--- config.mk ---
export PLATFORM = sky130hd
export DESIGN_NAME = break_uart_tx
export DESIGN_NICKNAME = d
export VERILOG_FILES = /design/src/rtl/bktx_pkg.sv /design/src/rtl/bktx_ctrl.sv /design/src/rtl/bktx_datapath.sv /design/src/rtl/break_uart_tx.sv
export SDC_FILE = /design/constraint.sdc
export NUM_CORES = 1
export LEC_CHECK = 0
export CORE_MARGIN = 1.5
export CORE_UTILIZATION = 45
export DETAILED_ROUTE_END_ITERATION = 10
export DONT_BUFFER_PORTS = 1
export GPL_TIMING_DRIVEN = 1
export HOLD_SLACK_MARGIN = 0.03
export PLACE_DENSITY_LB_ADDON = 0.05
export SKIP_CTS_REPAIR_TIMING = 1
export SLEW_MARGIN = 20
export SYNTH_ARGS = -nofsm -noshare
export SYNTH_HDL_FRONTEND = slang
export SYNTH_SLANG_ARGS = --single-unit
export TNS_END_PERCENT = 30
--- constraint.sdc ---
create_clock -name clk -period 2.4 [get_ports clk]
set_clock_uncertainty 0.15 [all_clocks]
set_input_delay 0.12 -clock clk [delete_from_list [all_inputs] [get_ports clk]]
set_output_delay 0.12 -clock clk [all_outputs]
set_load 0.005 [all_outputs]
--- src/rtl/bktx_pkg.sv ---
package bktx_pkg;

  typedef enum logic [2:0] {
    ST_IDLE,
    ST_ARMED,
    ST_START,
    ST_DATA,
    ST_STOP
  } txState_t;

  typedef enum logic [1:0] {
    LINE_MARK,
    LINE_SPACE,
    LINE_SHIFT
  } lineSel_t;

  typedef struct packed {
    logic     holdLoad;
    logic     shiftLoad;
    logic     zeroFill;
    logic     shiftAdv;
    lineSel_t lineSel;
  } dpCtrl_t;

endpackage

--- src/rtl/bktx_ctrl.sv ---
module bktx_ctrl
  import bktx_pkg::*;
#(
  parameter int DATA_W = 8,
  parameter int BRK_W  = 12
) (
  input  logic    clk,
  input  logic    rst,
  input  logic    txEnable,
  input  logic    baudTick,
  input  logic    wrStrobe,
  input  logic    breakSet,
  input  logic    ovrClear,
  output dpCtrl_t dpCtl,
  output logic    bufEmpty,
  output logic    shiftEmpty,
  output logic    breakReq,
  output logic    ovrFlag
);

  localparam int MAX_BITS = (BRK_W > DATA_W) ? BRK_W : DATA_W;
  localparam int CNT_W    = $clog2(MAX_BITS);
  localparam logic [CNT_W-1:0] LAST_DATA = CNT_W'(DATA_W - 1);
  localparam logic [CNT_W-1:0] LAST_BRK  = CNT_W'(BRK_W - 1);

  txState_t         state, stateNext;
  logic [CNT_W-1:0] bitCnt;
  logic             holdValid;
  logic             isBreakFrame;

  logic stopEnd, slotFree, transfer, brkClear, brkSample, wrAccept, lastBit;

  // Frame boundary and hand-off decisions
  assign stopEnd   = (state == ST_STOP) && baudTick;
  assign slotFree  = (state == ST_IDLE) || stopEnd;
  assign transfer  = txEnable && holdValid && slotFree;
  assign brkClear  = stopEnd && isBreakFrame;
  assign brkSample = breakReq && !brkClear;
  assign wrAccept  = wrStrobe && !holdValid;
  assign lastBit   = bitCnt == (isBreakFrame ? LAST_BRK : LAST_DATA);

  always_comb begin
    stateNext = state;
    if (!txEnable) begin
      stateNext = ST_IDLE;
    end else begin
      case (state)
        ST_IDLE:  if (transfer) stateNext = ST_ARMED;
        ST_ARMED: if (baudTick) stateNext = ST_START;
        ST_START: if (baudTick) stateNext = ST_DATA;
        ST_DATA:  if (baudTick && lastBit) stateNext = ST_STOP;
        ST_STOP:  if (baudTick) stateNext = transfer ? ST_START : ST_IDLE;
        default:  stateNext = ST_IDLE;
      endcase
    end
  end

  always_ff @(posedge clk) begin
    if (rst) begin
      state        <= ST_IDLE;
      bitCnt       <= '0;
      holdValid    <= 1'b0;
      isBreakFrame <= 1'b0;
      breakReq     <= 1'b0;
      ovrFlag      <= 1'b0;
    end else begin
      state <= stateNext;

      if (state == ST_START && baudTick)     bitCnt <= '0;
      else if (state == ST_DATA && baudTick) bitCnt <= bitCnt + 1'b1;

      if (wrAccept)      holdValid <= 1'b1;
      else if (transfer) holdValid <= 1'b0;

      if (transfer) isBreakFrame <= brkSample;

      if (breakSet)      breakReq <= 1'b1;
      else if (brkClear) breakReq <= 1'b0;

      if (wrStrobe && holdValid) ovrFlag <= 1'b1;
      else if (ovrClear)         ovrFlag <= 1'b0;
    end
  end

  always_comb begin
    dpCtl.holdLoad  = wrAccept;
    dpCtl.shiftLoad = transfer;
    dpCtl.zeroFill  = brkSample;
    dpCtl.shiftAdv  = (state == ST_DATA) && baudTick;
    case (state)
      ST_START: dpCtl.lineSel = LINE_SPACE;
      ST_DATA:  dpCtl.lineSel = LINE_SHIFT;
      default:  dpCtl.lineSel = LINE_MARK;
    endcase
  end

  assign bufEmpty   = !holdValid;
  assign shiftEmpty = (state == ST_IDLE);

endmodule

--- src/rtl/bktx_datapath.sv ---
module bktx_datapath
  import bktx_pkg::*;
#(
  parameter int DATA_W = 8
) (
  input  logic              clk,
  input  logic              rst,
  input  dpCtrl_t           dpCtl,
  input  logic [DATA_W-1:0] wrByte,
  output logic              txLine
);

  logic [DATA_W-1:0] holdData;
  logic [DATA_W-1:0] shiftReg;

  always_ff @(posedge clk) begin
    if (rst) begin
      holdData <= '0;
      shiftReg <= '0;
    end else begin
      if (dpCtl.holdLoad) holdData <= wrByte;
      if (dpCtl.shiftLoad)
        shiftReg <= dpCtl.zeroFill ? '0 : holdData;
      else if (dpCtl.shiftAdv)
        shiftReg <= {1'b0, shiftReg[DATA_W-1:1]};
    end
  end

  always_comb begin
    case (dpCtl.lineSel)
      LINE_SPACE: txLine = 1'b0;
      LINE_SHIFT: txLine = shiftReg[0];
      default:    txLine = 1'b1;
    endcase
  end

endmodule

--- src/rtl/break_uart_tx.sv ---
module break_uart_tx
  import bktx_pkg::*;
#(
  parameter int DATA_W = 8,
  parameter int BRK_W  = 12
) (
  input  logic              clk,
  input  logic              rst,
  input  logic              txEnable,
  input  logic              baudTick,
  input  logic              wrStrobe,
  input  logic [DATA_W-1:0] wrByte,
  input  logic              breakSet,
  input  logic              ovrClear,
  output logic              breakReq,
  output logic              ovrFlag,
  output logic              bufEmpty,
  output logic              shiftEmpty,
  output logic              txLine
);

  dpCtrl_t dpCtl;

  bktx_ctrl #(.DATA_W(DATA_W), .BRK_W(BRK_W)) u_ctrl (
    .clk        (clk),
    .rst        (rst),
    .txEnable   (txEnable),
    .baudTick   (baudTick),
    .wrStrobe   (wrStrobe),
    .breakSet   (breakSet),
    .ovrClear   (ovrClear),
    .dpCtl      (dpCtl),
    .bufEmpty   (bufEmpty),
    .shiftEmpty (shiftEmpty),
    .breakReq   (breakReq),
    .ovrFlag    (ovrFlag)
  );

  bktx_datapath #(.DATA_W(DATA_W)) u_dp (
    .clk    (clk),
    .rst    (rst),
    .dpCtl  (dpCtl),
    .wrByte (wrByte),
    .txLine (txLine)
  );

endmodule

Word level (Yosys, flattened, before mapping)
Index checks and enable logic that the tools add are counted.
W data, S select, Z words.
Storage, ports and cells
  memories: 0
  bits in latches: 0
  bits in writable memories: 0
  bits in registers: 27
  ROM bits: 0
Cells by class
  $add $sub $neg: 1
  magnitude comparators: 0
  equal/unequal tests: 12
  reductions and logical operators: 21
  div/mod/pow operators: 0
  multiplexer cells: 19
  bitwise logic cells: 1
  shifts and indexed selects: 0
  multiply operators: 0
Operators by type and width (count)
  $mux W8: 3
  $mux W3: 5
  $pmux W3 S5: 1
  $logic_and A1 B1 Y1: 10
  $reduce_bool A2 Y1: 4
  $eq A3 B2 Y1 const B: 2
  $mux W1: 6
  $ne A2 B2 Y1 const B: 3
  $reduce_and A5 Y1: 1
  $add A4 B1 Y4 const B: 1
  $eq A4 B4 Y1: 1
  $mux W4: 1
  $ne A2 B1 Y1 const B: 2
  $pmux W2 S2: 1
  $reduce_or A2 Y1: 2
  $eq A3 B1 Y1 const B: 1
  $eq A3 B3 Y1 const B: 1
  $logic_not A3 Y1: 1
  $eq A2 B1 Y1 const B: 1
  $eq A2 B2 Y1 const B: 1
  $logic_not A1 Y1: 2
  $mux W2: 1
  $pmux W1 S2: 1
  $logic_or A1 B1 Y1: 1
  $not A1 Y1: 1

Logic depth before layout (Yosys ltp)
  depth in word-level cells: 7
  gate-level depth with buffers: 6
  mapped depth without buffers: 5

Modules after synthesis
A second synthesis with hierarchy kept.
Second synthesis, totals
  cells, all modules: 150
  area total of the unflattened synthesis: 1407.6 um^2
By module, submodules not included
  bktx_ctrl: times used 1, cells an instance 79, area each 713.2 um^2, sequential area each 220.2 um^2
  bktx_datapath: times used 1, cells an instance 71, area each 694.4 um^2, sequential area each 320.3 um^2

Worst setup path before layout
OpenSTA, ideal clock, no wires.
  kind: flip-flop to flip-flop
  start point: register u_ctrl.bitCnt[0]
  end point: register u_ctrl.state[0]
  period minus slack after synthesis: 1488 ps
  data required time: 2147 ps
  setup slack: 912 ps
  arrival time: 1234 ps
  cell stages (with the launch flop): 6
  cells stage by stage: dfxtp_1 -> ha_1 -> nand2_1 -> a21oi_2 -> mux2_2 -> a2111oi_2
Between the ends
  word-level cells in the longest chain between the ends: 4
RTL lines
  start: declaration: line bktx_ctrl.sv:27  | logic [CNT_W-1:0] bitCnt;
  start signal: assignment: line bktx_ctrl.sv:70  | else if (state == ST_DATA && baudTick) bitCnt <= bitCnt + 1'b1;
  $eq A4 B4 Y1: line bktx_ctrl.sv:40  | assign lastBit = bitCnt == (isBreakFrame ? LAST_BRK : LAST_DATA);
  $logic_and A1 B1 Y1: line bktx_ctrl.sv:51  | ST_DATA: if (baudTick && lastBit) stateNext = ST_STOP;
  $ne A2 B1 Y1 (no line)
  $reduce_and A5 Y1 (no line)
  end signal: assignment: line bktx_ctrl.sv:67  | state <= stateNext;
  end: declaration: line bktx_ctrl.sv:26  | txState_t state, stateNext;
No other way between the ends.
A chain may end at the register's enable or synchronous reset.

Worst setup path after layout
  start point: register u_ctrl.state[0]
  end point: register u_dp.shiftReg[7]
Between the ends
  word-level cells in the longest chain between the ends: 7
RTL lines
  $eq A3 B3 Y1: line bktx_ctrl.sv:34  | assign stopEnd = (state == ST_STOP) && baudTick;
  $logic_and A1 B1 Y1: line bktx_ctrl.sv:34
  $logic_and A1 B1 Y1: line bktx_ctrl.sv:37  | assign brkClear = stopEnd && isBreakFrame;
  $logic_not A1 Y1: line bktx_ctrl.sv:38  | assign brkSample = breakReq && !brkClear;
  $logic_and A1 B1 Y1: line bktx_ctrl.sv:38
  $mux W8: line bktx_datapath.sv:23  | shiftReg <= dpCtl.zeroFill ? '0 : holdData;
  $mux W8: line bktx_datapath.sv:22  | if (dpCtl.shiftLoad)
  end signal: assignment: line bktx_datapath.sv:23
  end signal: assignment: line bktx_datapath.sv:25  | shiftReg <= {1'b0, shiftReg[DATA_W-1:1]};
  end: declaration: line bktx_datapath.sv:14  | logic [DATA_W-1:0] shiftReg;
Parallel ways exist; a longest one is shown, timed or not.

==> results.cfg <==
[route]
drtAntennaViolNets = 0
vias = 1050
routed_via_density = 5.74
drc_errors = 0
wl_per_cell_um = 14.8
drt_iter0_markers = 49
drt-total-wl_mm = 2.70
drt_first_pass_iters = 4

[timing]
setup_viol = 0
drv_slew = 0
fmax_mhz = 546
grt_setup_unrepaired = false
fin_crit_ns = 1.83
max_slew.worst_pin.slew_ns = 0.839
fin_crit_sh_pct = 76.4
setup_ws_ns = 0.567
fin_setup_tns_ns = 0
slew_headroom_pct = 43.9
finalHoldViolCount = 0

[layout]
final_cell_mix = dfxtp_1, nor2_1, mux2i_1
ff_latch_area_sq_um = 541
multi_input_area_sq_um = 702
area_delta_synth_final_pct = 13.0
fillerInstances = 277
layout-drive-gt1-share_pct = 9.87
fin_nets = 169
layout_commonest_cell = dfxtp_1
fin_cells = 183
diodes = 0

[global_routing]
grt_max_degree = 27
grt_usage_pct = 16.0
grt_pass1_wl_mm = 4.17
grt_pass1_vias = 897
antenna_found_initial = 0
grt-ovfl-total = 0

[logic_synthesis]
yosysSeqAreaShare_pct = 41.3
synth_fp_nets = 158
synth_largest_area_cell = dfxtp_1
synth_top_area_share_pct = 41.3
syn_avg_cell_area_sq_um = 9.22
yosysWarningCount = 0
async_reset_ff_share_pct = 0
synth-edff-count = 0
synthFlopType = dfxtp_1
synthDistinctLibCells = 38
yosys_register_bits = 27
syn-cell-area_sq_mm = 0.00131
synthCells = 142
netlist_top_cells_area = dfxtp_1, mux2i_1, nand3b_1

[pwr]
power_density_mw_per_mm2 = 523
p_switching_mw = 0.201
p_comb_share_pct = 11.5
p_clk_share_pct = 26.5
ir_drop_mv = 0.412
p_int_mw = 0.573
seq_power_share_pct = 62.0
switching_share_pct = 26.0
p_leak_nw = 0.576

[placement]
io_buffers = 0
placed_cells = 165
gp_congestion = 0.818
pre_cts_ws_ns = 0.650
hpwlAfterDp_mm = 1.78

[critical_path]
critPathBufInv = 0
critPathArrivalTime_ns = 1.89
startpoint_type = flip-flop
path_cells = nor2_2, a41oi_2, nand3b_1, a21oi_1
path_class = flip-flop to flip-flop
crit_family = flip-flops
slowest_delay_ns = 0.71
slowest_stage = dfxtp_1
crit_fanout = 17
cp-end-kind = flip-flop
crit_required_ns = 2.45

[clock_network]
clk_pin_slew_worst_paths_ns = 0.16
htreeDepth = 1
cts_tree = built
clk_latency_ns = 0.33
root_buffer = clkbuf_4
cts_buffers = 3
clock-sinks = 27
clock_path_buffers = 2

[floorplanning]
io_pins = 20
placeableCoreArea_sq_mm = 0.00276
chipWidth_um = 56.9
rows = 19
die-area_sq_mm = 0.00324
initial_core_util_pct = 47.5
die_height_um = 56.9

[flow_run]
maxCapViolations = 0

[min_path]
hp-class = input port to flip-flop

[run_status]
outcome = finished, final reports clean
==> metrics by stage <==
step | instance area [sq um] | total power, mW | hold slack, ns | utilization, %
4_1_cts | 1340 | 0.749 | -0.328 | 48.5
5_1_grt | 1480 | 0.811 | 0.0372 | 53.6
3_3_place_gp | 1310 | 0.549 | 0.0439 | 47.5
2_1_floorplan | 1310 | 0.547 | 0.0907 | -
3_5_place_dp | 1310 | 0.551 | 0.0440 | 47.5
6_report | 1480 | 0.774 | 0.00726 | 53.6
==> power by group through the flow <==
stage          combinational, mW  clock, mW  sequential (mW)
2_1_floorplan             0.0663          0            0.481
3_3_place_gp              0.0608          0            0.488
6_report                  0.0888      0.205            0.480
5_1_grt                   0.0982      0.230            0.482
4_1_cts                   0.0622      0.207            0.479
3_5_place_dp              0.0621          0            0.489
==> cell families (layout without fill, tap and decap cells) <==
group	count (synthesis)	count (layout)	synth area share [%]
AND/OR/NAND/NOR	57	57	24.8
flip-flops	27	27	41.3
multiplexers	17	17	13.1
AO/OA/AOI/OAI	27	27	14.8
adder cells (fa/ha/maj)	1	1	0.956
buffers and inverters	13	23	5.07
==> per-layer routing <==
metal	track usage, %	vias to the layer above	part of all wire (%)
met5	0	-	0
met2	23.6	23	48
met3	2.95	4	4.1
met1	23.4	489	47
met4	5.65	0	0.81
li1	-	534	-
==> area by class of cell <==
type,instances,share of cell area (%)
Sequential cell,27,36.5
Tap cell,31,2.62
Timing Repair Buffer,17,11.0
Multi-Input combinational cell,102,47.5
Inverter,2,0.508
Clock inverter,1,0.338
Clock buffer,3,1.52
==> synthesized netlist by cell type (all sizes together), types with 2 or more instances <==
cell type / count
a21oi: 7
inv: 2
dfxtp: 27
mux2i: 16
nor2: 18
o22ai: 7
nor3: 3
o31ai: 2
nand3b: 11
buf: 9
o21ai: 4
nor2b: 5
nand2b: 3
clkbuf: 2
nand2: 9
==> sequential cells by signal, indices dropped and copies added, names as in the netlist <==
signal,flops
u_ctrl.breakReq,1
u_ctrl.ovrFlag,1
u_ctrl.isBreakFrame,1
u_ctrl.holdValid,1
u_ctrl.state,3
u_dp.holdData,8
u_dp.shiftReg,8
u_ctrl.bitCnt,4
==> path summary, 6_finish.rpt <==
kind	cells after the start	end	slack [ns]	startpoint
worst max register to register	4	u_dp.shiftReg[7]	0.57	u_ctrl.state[0]
worst min register to register	2	u_ctrl.bitCnt[1]	0.35	u_ctrl.bitCnt[1]
worst min-delay path	2	u_ctrl.state[0]	0.007	baudTick
worst max-delay path	4	u_dp.shiftReg[7]	0.57	u_ctrl.state[0]
No activity file was read; power rests on OpenSTA's default activity.
